## src/rtl/mq_pkg.sv

```systemverilog
package mq_pkg;

    localparam int unsigned WORD_W = 32;

    localparam logic [7:0] OFS_STAT = 8'h30;
    localparam logic [7:0] OFS_MASK = 8'h34;
    localparam logic [7:0] OFS_REQ  = 8'h40;
    localparam logic [7:0] OFS_RPL  = 8'h44;

    localparam int unsigned BIT_DB_EVT  = 0;
    localparam int unsigned BIT_RPL     = 3;
    localparam int unsigned BIT_DB_STAT = 31;

    localparam logic [WORD_W-1:0] MASK_WRITABLE = 32'h0000_0009;
    localparam logic [WORD_W-1:0] MASK_RESET    = 32'h0000_0009;
    localparam logic [WORD_W-1:0] EMPTY_WORD    = 32'hFFFF_FFFF;

    typedef enum logic [2:0] {
        SEL_NONE,
        SEL_STAT,
        SEL_MASK,
        SEL_REQ,
        SEL_RPL
    } reg_sel_e;

    typedef struct packed {
        logic        is_frame;
        logic [30:0] payload;
    } reply_word_t;

    function automatic reply_word_t make_ctx_word(input logic [30:0] ctx);
        reply_word_t w;
        w.is_frame = 1'b0;
        w.payload  = ctx;
        return w;
    endfunction

    function automatic reply_word_t make_frame_word(input logic [WORD_W-1:0] frame);
        reply_word_t w;
        w.is_frame = 1'b1;
        w.payload  = frame[WORD_W-1:1];
        return w;
    endfunction

    function automatic reg_sel_e decode_ofs(input logic [7:0] ofs);
        reg_sel_e s;
        case (ofs)
            OFS_STAT: s = SEL_STAT;
            OFS_MASK: s = SEL_MASK;
            OFS_REQ:  s = SEL_REQ;
            OFS_RPL:  s = SEL_RPL;
            default:  s = SEL_NONE;
        endcase
        return s;
    endfunction

endpackage

```

## src/rtl/mq_fifo.sv

```systemverilog
module mq_fifo #(
    parameter int unsigned WIDTH = 32,
    parameter int unsigned DEPTH = 16
) (
    input  logic             clk,
    input  logic             rst,
    input  logic             push,
    input  logic [WIDTH-1:0] wdata,
    input  logic             pop,
    output logic [WIDTH-1:0] head,
    output logic             full,
    output logic             empty
);
    localparam int unsigned AW = (DEPTH > 1) ? $clog2(DEPTH) : 1;
    localparam int unsigned CW = $clog2(DEPTH + 1);
    localparam logic [AW-1:0] LAST = AW'(DEPTH - 1);
    localparam logic [CW-1:0] FULL_CNT = CW'(DEPTH);

    logic [WIDTH-1:0] mem [DEPTH];
    logic [AW-1:0]    wp, rp;
    logic [CW-1:0]    cnt;
    logic             do_push, do_pop;

    assign full    = (cnt == FULL_CNT);
    assign empty   = (cnt == '0);
    assign do_push = push && !full;
    assign do_pop  = pop && !empty;
    assign head    = mem[rp];

    always_ff @(posedge clk) begin
        if (do_push) begin
            mem[wp] <= wdata;
        end
    end

    always_ff @(posedge clk) begin
        if (rst) begin
            wp  <= '0;
            rp  <= '0;
            cnt <= '0;
        end else begin
            if (do_push) begin
                wp <= (wp == LAST) ? '0 : wp + 1'b1;
            end
            if (do_pop) begin
                rp <= (rp == LAST) ? '0 : rp + 1'b1;
            end
            case ({do_push, do_pop})
                2'b10:   cnt <= cnt + 1'b1;
                2'b01:   cnt <= cnt - 1'b1;
                default: cnt <= cnt;
            endcase
        end
    end

endmodule

```

## src/rtl/mq_reply_gen.sv

```systemverilog
module mq_reply_gen
    import mq_pkg::*;
(
    input  logic              cpl_valid,
    input  logic              cpl_is_addr,
    input  logic [30:0]       cpl_ctx,
    input  logic              free_empty,
    input  logic [WORD_W-1:0] free_head,
    input  logic              rpl_full,
    output logic              cpl_ready,
    output logic              rpl_push,
    output reply_word_t       rpl_word,
    output logic              free_pop
);
    logic frame_ok;

    always_comb begin
        frame_ok  = !cpl_is_addr || !free_empty;
        cpl_ready = !rpl_full && frame_ok;
        rpl_push  = cpl_valid && cpl_ready;
        free_pop  = rpl_push && cpl_is_addr;
        if (cpl_is_addr) begin
            rpl_word = make_frame_word(free_head);
        end else begin
            rpl_word = make_ctx_word(cpl_ctx);
        end
    end

endmodule

```

## src/rtl/mq_csr.sv

```systemverilog
module mq_csr
    import mq_pkg::*;
#(
    parameter int unsigned ADDR_W = 8
) (
    input  logic              clk,
    input  logic              rst,
    input  logic              reg_wr,
    input  logic              reg_rd,
    input  logic [ADDR_W-1:0] reg_addr,
    input  logic [WORD_W-1:0] reg_wdata,
    output logic [WORD_W-1:0] reg_rdata,
    input  logic              req_full,
    output logic              req_push,
    input  logic              rpl_empty,
    input  logic [WORD_W-1:0] rpl_head,
    output logic              rpl_pop,
    output logic              free_push,
    input  logic              db_status,
    input  logic              db_event,
    output logic              irq,
    output logic              req_ovf,
    output logic [WORD_W-1:0] mask_q
);
    reg_sel_e          sel;
    logic [WORD_W-1:0] stat_v;
    logic [WORD_W-1:0] rd_mux;

    always_comb begin
        if (reg_addr > ADDR_W'(8'hFF)) begin
            sel = SEL_NONE;
        end else begin
            sel = decode_ofs(8'(reg_addr));
        end
    end

    assign req_push  = reg_wr && (sel == SEL_REQ);
    assign free_push = reg_wr && (sel == SEL_RPL);
    assign rpl_pop   = reg_rd && (sel == SEL_RPL);

    always_comb begin
        stat_v              = '0;
        stat_v[BIT_RPL]     = !rpl_empty;
        stat_v[BIT_DB_EVT]  = db_event;
        stat_v[BIT_DB_STAT] = db_status;
    end

    assign irq = (stat_v[BIT_RPL] && !mask_q[BIT_RPL]) ||
                 (stat_v[BIT_DB_EVT] && !mask_q[BIT_DB_EVT]);

    always_comb begin
        case (sel)
            SEL_STAT: rd_mux = stat_v;
            SEL_MASK: rd_mux = mask_q;
            SEL_RPL:  rd_mux = rpl_empty ? EMPTY_WORD : rpl_head;
            default:  rd_mux = '0;
        endcase
    end

    always_ff @(posedge clk) begin
        if (rst) begin
            mask_q    <= MASK_RESET;
            req_ovf   <= 1'b0;
            reg_rdata <= '0;
        end else begin
            if (reg_wr && (sel == SEL_MASK)) begin
                mask_q <= reg_wdata & MASK_WRITABLE;
            end
            if (req_push && req_full) begin
                req_ovf <= 1'b1;
            end
            if (reg_rd) begin
                reg_rdata <= rd_mux;
            end
        end
    end

endmodule

```

## src/rtl/mq_port.sv

```systemverilog
module mq_port
    import mq_pkg::*;
#(
    parameter int unsigned ADDR_W     = 8,
    parameter int unsigned REQ_DEPTH  = 16,
    parameter int unsigned RPL_DEPTH  = 8,
    parameter int unsigned FREE_DEPTH = 4
) (
    input  logic              clk,
    input  logic              rst,
    input  logic              reg_wr,
    input  logic              reg_rd,
    input  logic [ADDR_W-1:0] reg_addr,
    input  logic [31:0]       reg_wdata,
    output logic [31:0]       reg_rdata,
    output logic              rq_valid,
    input  logic              rq_ready,
    output logic [31:0]       rq_addr,
    input  logic              cpl_valid,
    input  logic              cpl_is_addr,
    input  logic [30:0]       cpl_ctx,
    output logic              cpl_ready,
    input  logic              db_status,
    input  logic              db_event,
    output logic              irq,
    output logic              req_ovf
);
    logic              req_push, req_full, req_empty;
    logic              rpl_push, rpl_pop, rpl_full, rpl_empty;
    logic [WORD_W-1:0] rpl_head;
    reply_word_t       rpl_word;
    logic              free_push, free_pop, free_full, free_empty;
    logic [WORD_W-1:0] free_head;
    logic [WORD_W-1:0] mask_q;

    mq_csr #(.ADDR_W(ADDR_W)) u_csr (
        .clk       (clk),
        .rst       (rst),
        .reg_wr    (reg_wr),
        .reg_rd    (reg_rd),
        .reg_addr  (reg_addr),
        .reg_wdata (reg_wdata),
        .reg_rdata (reg_rdata),
        .req_full  (req_full),
        .req_push  (req_push),
        .rpl_empty (rpl_empty),
        .rpl_head  (rpl_head),
        .rpl_pop   (rpl_pop),
        .free_push (free_push),
        .db_status (db_status),
        .db_event  (db_event),
        .irq       (irq),
        .req_ovf   (req_ovf),
        .mask_q    (mask_q)
    );

    mq_fifo #(.WIDTH(WORD_W), .DEPTH(REQ_DEPTH)) u_req_q (
        .clk   (clk),
        .rst   (rst),
        .push  (req_push),
        .wdata (reg_wdata),
        .pop   (rq_valid && rq_ready),
        .head  (rq_addr),
        .full  (req_full),
        .empty (req_empty)
    );

    assign rq_valid = !req_empty;

    mq_fifo #(.WIDTH(WORD_W), .DEPTH(FREE_DEPTH)) u_free_q (
        .clk   (clk),
        .rst   (rst),
        .push  (free_push),
        .wdata (reg_wdata),
        .pop   (free_pop),
        .head  (free_head),
        .full  (free_full),
        .empty (free_empty)
    );

    mq_reply_gen u_gen (
        .cpl_valid   (cpl_valid),
        .cpl_is_addr (cpl_is_addr),
        .cpl_ctx     (cpl_ctx),
        .free_empty  (free_empty),
        .free_head   (free_head),
        .rpl_full    (rpl_full),
        .cpl_ready   (cpl_ready),
        .rpl_push    (rpl_push),
        .rpl_word    (rpl_word),
        .free_pop    (free_pop)
    );

    mq_fifo #(.WIDTH(WORD_W), .DEPTH(RPL_DEPTH)) u_rpl_q (
        .clk   (clk),
        .rst   (rst),
        .push  (rpl_push),
        .wdata (rpl_word),
        .pop   (rpl_pop),
        .head  (rpl_head),
        .full  (rpl_full),
        .empty (rpl_empty)
    );

endmodule

```

## config.mk

```make
export PLATFORM = sky130hd
export DESIGN_NAME = mq_port
export DESIGN_NICKNAME = d
export VERILOG_FILES = /design/src/rtl/mq_pkg.sv /design/src/rtl/mq_fifo.sv /design/src/rtl/mq_reply_gen.sv /design/src/rtl/mq_csr.sv /design/src/rtl/mq_port.sv
export SDC_FILE = /design/constraint.sdc
export NUM_CORES = 1
export LEC_CHECK = 0
export BUFFER_PORTS_ARGS = -buffer_cell sky130_fd_sc_hd__buf_2
export CAP_MARGIN = 15
export CORE_MARGIN = 3
export CORE_UTILIZATION = 55
export CTS_CLUSTER_DIAMETER = 30
export DETAILED_ROUTE_END_ITERATION = 10
export PLACE_DENSITY = 0.85
export SETUP_SLACK_MARGIN = 0.3
export SLEW_MARGIN = 20
export SYNTH_ARGS = -nofsm -noshare
export SYNTH_HDL_FRONTEND = slang
export SYNTH_SLANG_ARGS = --single-unit
```

## constraint.sdc

```tcl
create_clock -name clk -period 5.3 [get_ports clk]
set_clock_uncertainty 0.1 [all_clocks]
set_input_delay 0 -clock clk [delete_from_list [all_inputs] [get_ports clk]]
set_output_delay 0 -clock clk [all_outputs]
set_load 0.005 [all_outputs]
```

==> qor.csv <==
metric,value,unit
outcome,"finished, final reports clean",
highest cell delay on the worst timing path,0.77,ns
global-route congestion overflow total,0,
Synth Cell Area,37050,µm²
number of gates resized after CTS,0,
multi-input combinational cell area,8447,µm²
post-cts hold buffer count,87,
sequential cell area fraction in the yosys report,0.7629,
ratio of final minimum period to clock period,0.6795,
R2R Setup Slk,1.73,ns
number of iterations in the first detailed-routing pass,5,
number of cells produced by synthesis,1647,
Port-buffer cells,147,
DP HPWL,46370,µm
final setup violation count,0,
number of cells traversed by the worst hold path,6,
largest net degree at the start of global routing,75,
vias,19230,
number of flip-flops and latches in the synthesized netlist,966,
DRC marker count from the first detailed-route iteration,2139,
Setup crit start kind,input port,
portion of total power attributed to sequential cells,0.442,
Setup Total Neg Slack,0,ns
most frequent cell after synthesis,edfxtp_1,
NumNets Final,2082,
prevailing post-synth register cell,edfxtp_1,
overall die width,265.5,µm
P_sw,0.004189,W
antenna violations before repair,3,
worst hold path startpoint,reg_wr,
ratio of cells with drive above 1 in the final layout,0.3685,
CTS clock-pin slew for the worst setup and hold paths,0.05,ns
final count of pins violating max slew,0,
required time of the critical path,5.81,ns
sequence of cells on the critical path,dlygate4sd3_1 > buf_2 > nor4b_4 > dlygate4sd3_1 > o2111a_2 > inv_1 > ha_1 > xor2_1 > ha_1 > o21ai_0 > o22ai_1 > a2111o_1 > o2111ai_1,
actual slew at the worst max-slew pin,1.134,ns
Initial Util,0.5595,
H-tree levels,4,
area taken by flip-flops and latches,28290,µm²
count of distinct cell types in the synthesized netlist,56,
internal portion of total power,0.01499,W
"Max stage delay cell, worst path",dlygate4sd3_1,
GP Congestion,0.7563,
endpoint of the lowest-slack register-to-register path,u_req_q.cnt[4]$_SDFFE_PP0P_,
via count normalized by instance count,6.500,
worst path bufs/invs,4,
number of placement rows,94,
R2R cell count,10,
max cap viols,0,
net count after synthesis,1750,
total I/O pin count,148,
fraction of post-synthesis cell area in the top cell type by area,0.7230,
cell class contributing the biggest share of worst-path delay,buffers and inverters,
static power due to leakage,14.49,nW
CTS tree,yes,
Crit Reg-Reg Startpoint,u_req_q.cnt[1]$_SDFFE_PP0P_,
leading post-synthesis cells by instance count,"edfxtp_1, mux4_2, dfxtp_1",
total clock buffers created by CTS,140,
Sw Ratio,0.2184,
worst setup timing slack at the placement stage,1.845,ns
largest area contributor in the netlist,edfxtp_1,
terminating pin of the worst hold path,u_req_q.wp[2]$_SDFFE_PP0P_,
Die Outline Area,70510,µm²
maximum fanout along the worst path,12,
kind of capture point of the worst setup path,register,
Max-Slew Margin vs Limit,0.2440,
Core Footprint,66220,µm²
cell types occupying the most area after synthesis,"edfxtp_1, mux4_2, dfxtp_1",
Total GRT Usage,0.2718,
minimum clock period,3.601,ns
maximum buffer depth of the clock tree,3,
Die H,265.5,µm
fill count,3821,
syn_area_per_cell,22.50,µm²
class of the most critical setup path,in2reg,
crit path DAT,4.11,ns
"EDFF count, synth",892,
sum of routed wire length over all layers,93280,µm
yosys synthesis warning count,0,
proportion of power drawn by the clock network,0.489,
Max rail drop VDD,0.0003718,V
Post-CTS Setup Inserts,0,
power density of the placed cells,429.5,nW/µm²
achievable clock frequency,277.7,MHz
number of global-route vias before repair,20270,
hold crit path type,in2reg,
Combinational Power Share,0.069,
average wire per standard cell,31.53,µm
PnR worst setup slack,1.699,ns
wire length of the first global-routing pass,137400,µm
number of antenna-violating nets in the routed design,0,
cell at the root of the clock tree,clkbuf_16,
count of final hold-check violations,0,
Layout area overhead,20.55,%
source-to-sink clock delay at the later pin of the worst-skew pair,0.71,ns
DRC viols,0,
number of sinks on the clock net,966,
setup repair after global routing missed its margin,no,
Async SR Flop Fraction,0,
[cells in the final DEF (no fill, tap or decap), types with 5 or more instances in the layout]
cell,netlist,routed
a21oi_1,16,16
xor2_1,8,8
mux4_2,254,254
inv_1,21,21
buf_2,22,147
and2_1,5,5
nand3_1,9,9
clkbuf_16,0,147
nor2_1,35,21
inv_8,0,6
clkbuf_1,47,12
inv_6,0,14
buf_4,8,41
clkinv_1,0,21
edfxtp_1,892,892
clkinv_4,0,8
a221o_1,31,31
mux2i_1,13,13
bufinv_16,0,17
or3_1,9,9
clkinvlp_4,0,10
nand2_1,21,21
nor3_2,0,8
nand2b_1,7,7
mux2_2,64,64
clkinv_2,0,16
ha_1,22,22
dfxtp_1,74,67
dlygate4sd3_1,0,87
o21ai_0,13,13
nor2_4,0,11
[power by group through the flow]
| stage | combinational [W] | sequential (W) | clock (W) |
|---|---|---|---|
| after floorplan | 0.000938 | 0.00854 | 0 |
| after global placement | 0.00120 | 0.00862 | 0 |
| after detailed placement | 0.00124 | 0.00862 | 0 |
| after CTS | 0.00134 | 0.00847 | 0.00948 |
| after global routing | 0.00142 | 0.00848 | 0.00979 |
| final | 0.00133 | 0.00847 | 0.00939 |
[sequential cells by signal, summed over array words and instances, names as in the netlist, 2 cells and up, named ones only]
name,count
u_csr.mask_q,2
u_csr.reg_rdata,32
u_free_q.cnt,3
u_free_q.mem,124
u_free_q.rp,2
u_free_q.wp,2
u_req_q.cnt,5
u_req_q.mem,512
u_req_q.rp,4
u_req_q.wp,4
u_rpl_q.cnt,4
u_rpl_q.mem,256
u_rpl_q.rp,3
u_rpl_q.wp,3
[worst max-delay path by stage]
| stage | start | endpoint | slack (ns) | cells after the start |
|---|---|---|---|---|
| after floorplan | u_rpl_q.cnt[1]$_SDFFE_PP0P_ | u_rpl_q.mem[0][0]$_DFFE_PP_ | 0.80 | 4 |
| after global placement | u_req_q.cnt[0]$_SDFFE_PP0P_ | u_req_q.cnt[4]$_SDFFE_PP0P_ | 1.99 | 10 |
| after detailed placement | u_req_q.cnt[1]$_SDFFE_PP0P_ | u_req_q.cnt[4]$_SDFFE_PP0P_ | 1.85 | 10 |
| after CTS | register | rq_addr[3] | 1.65 | 4 |
| after global routing | register | rq_addr[3] | 1.51 | 4 |
| final | reg_addr[5] | u_req_q.cnt[4]$_SDFFE_PP0P_ | 1.70 | 13 |
[cells by family (layout without fill, tap and decap cells)]
group | count (synthesis) | count (layout) | share of synthesized area
AOI/OAI and AO/OA | 86 | 86 | 0.01813
xor gates and xnor gates | 9 | 9 | 0.002128
adders and majority gates | 23 | 23 | 0.007970
buffers and inverters | 109 | 554 | 0.01320
DFF | 966 | 966 | 0.7629
muxes | 331 | 331 | 0.1774
other | 0 | 2 | 0
and+or+nand+nor | 123 | 123 | 0.01827
[layout make-up]
type | count | area share
clock inverter | 96 | 0.02395
sequential | 966 | 0.6333
antenna | 2 | 0.0001121
inverter | 21 | 0.001765
clock buffer | 159 | 0.08337
multi-input combinational | 572 | 0.1891
tap | 864 | 0.02420
timing repair buffer | 278 | 0.04420
[tightest hold or removal path: cells and delay by family]
family          cells  cell delay [ns]
compound gates      2             0.31
buf+inv             2             0.24
simple gates        2             0.26
[metrics by stage]
| stage | util | hold slack [ns] | power (W) | instances | instance area [µm²] |
|---|---|---|---|---|---|
| floorplan | - | -0.001131 | 0.009474 | 1647 | 37060 |
| global placement | 0.5889 | 0.1904 | 0.009822 | 2614 | 38990 |
| detailed placement | 0.5889 | 0.1952 | 0.009868 | 2614 | 38990 |
| CTS | 0.6744 | 0.02283 | 0.01929 | 2956 | 44660 |
| global route | 0.6745 | 0.07912 | 0.01969 | 2957 | 44660 |
| finish | 0.6745 | 0.06596 | 0.01918 | 2958 | 44670 |
[per-layer routing]
| layer | global-route usage | wire, µm | vias up |
|---|---|---|---|
| met1 | 0.3437 | 33590 | 10030 |
| met4 | 0.1319 | 4216 | 4 |
| li1 | - | - | 7679 |
| met5 | 0 | 32 | - |
| met2 | 0.4583 | 48160 | 1249 |
| met3 | 0.05245 | 7279 | 269 |
(Power assumes the default switching activity.)
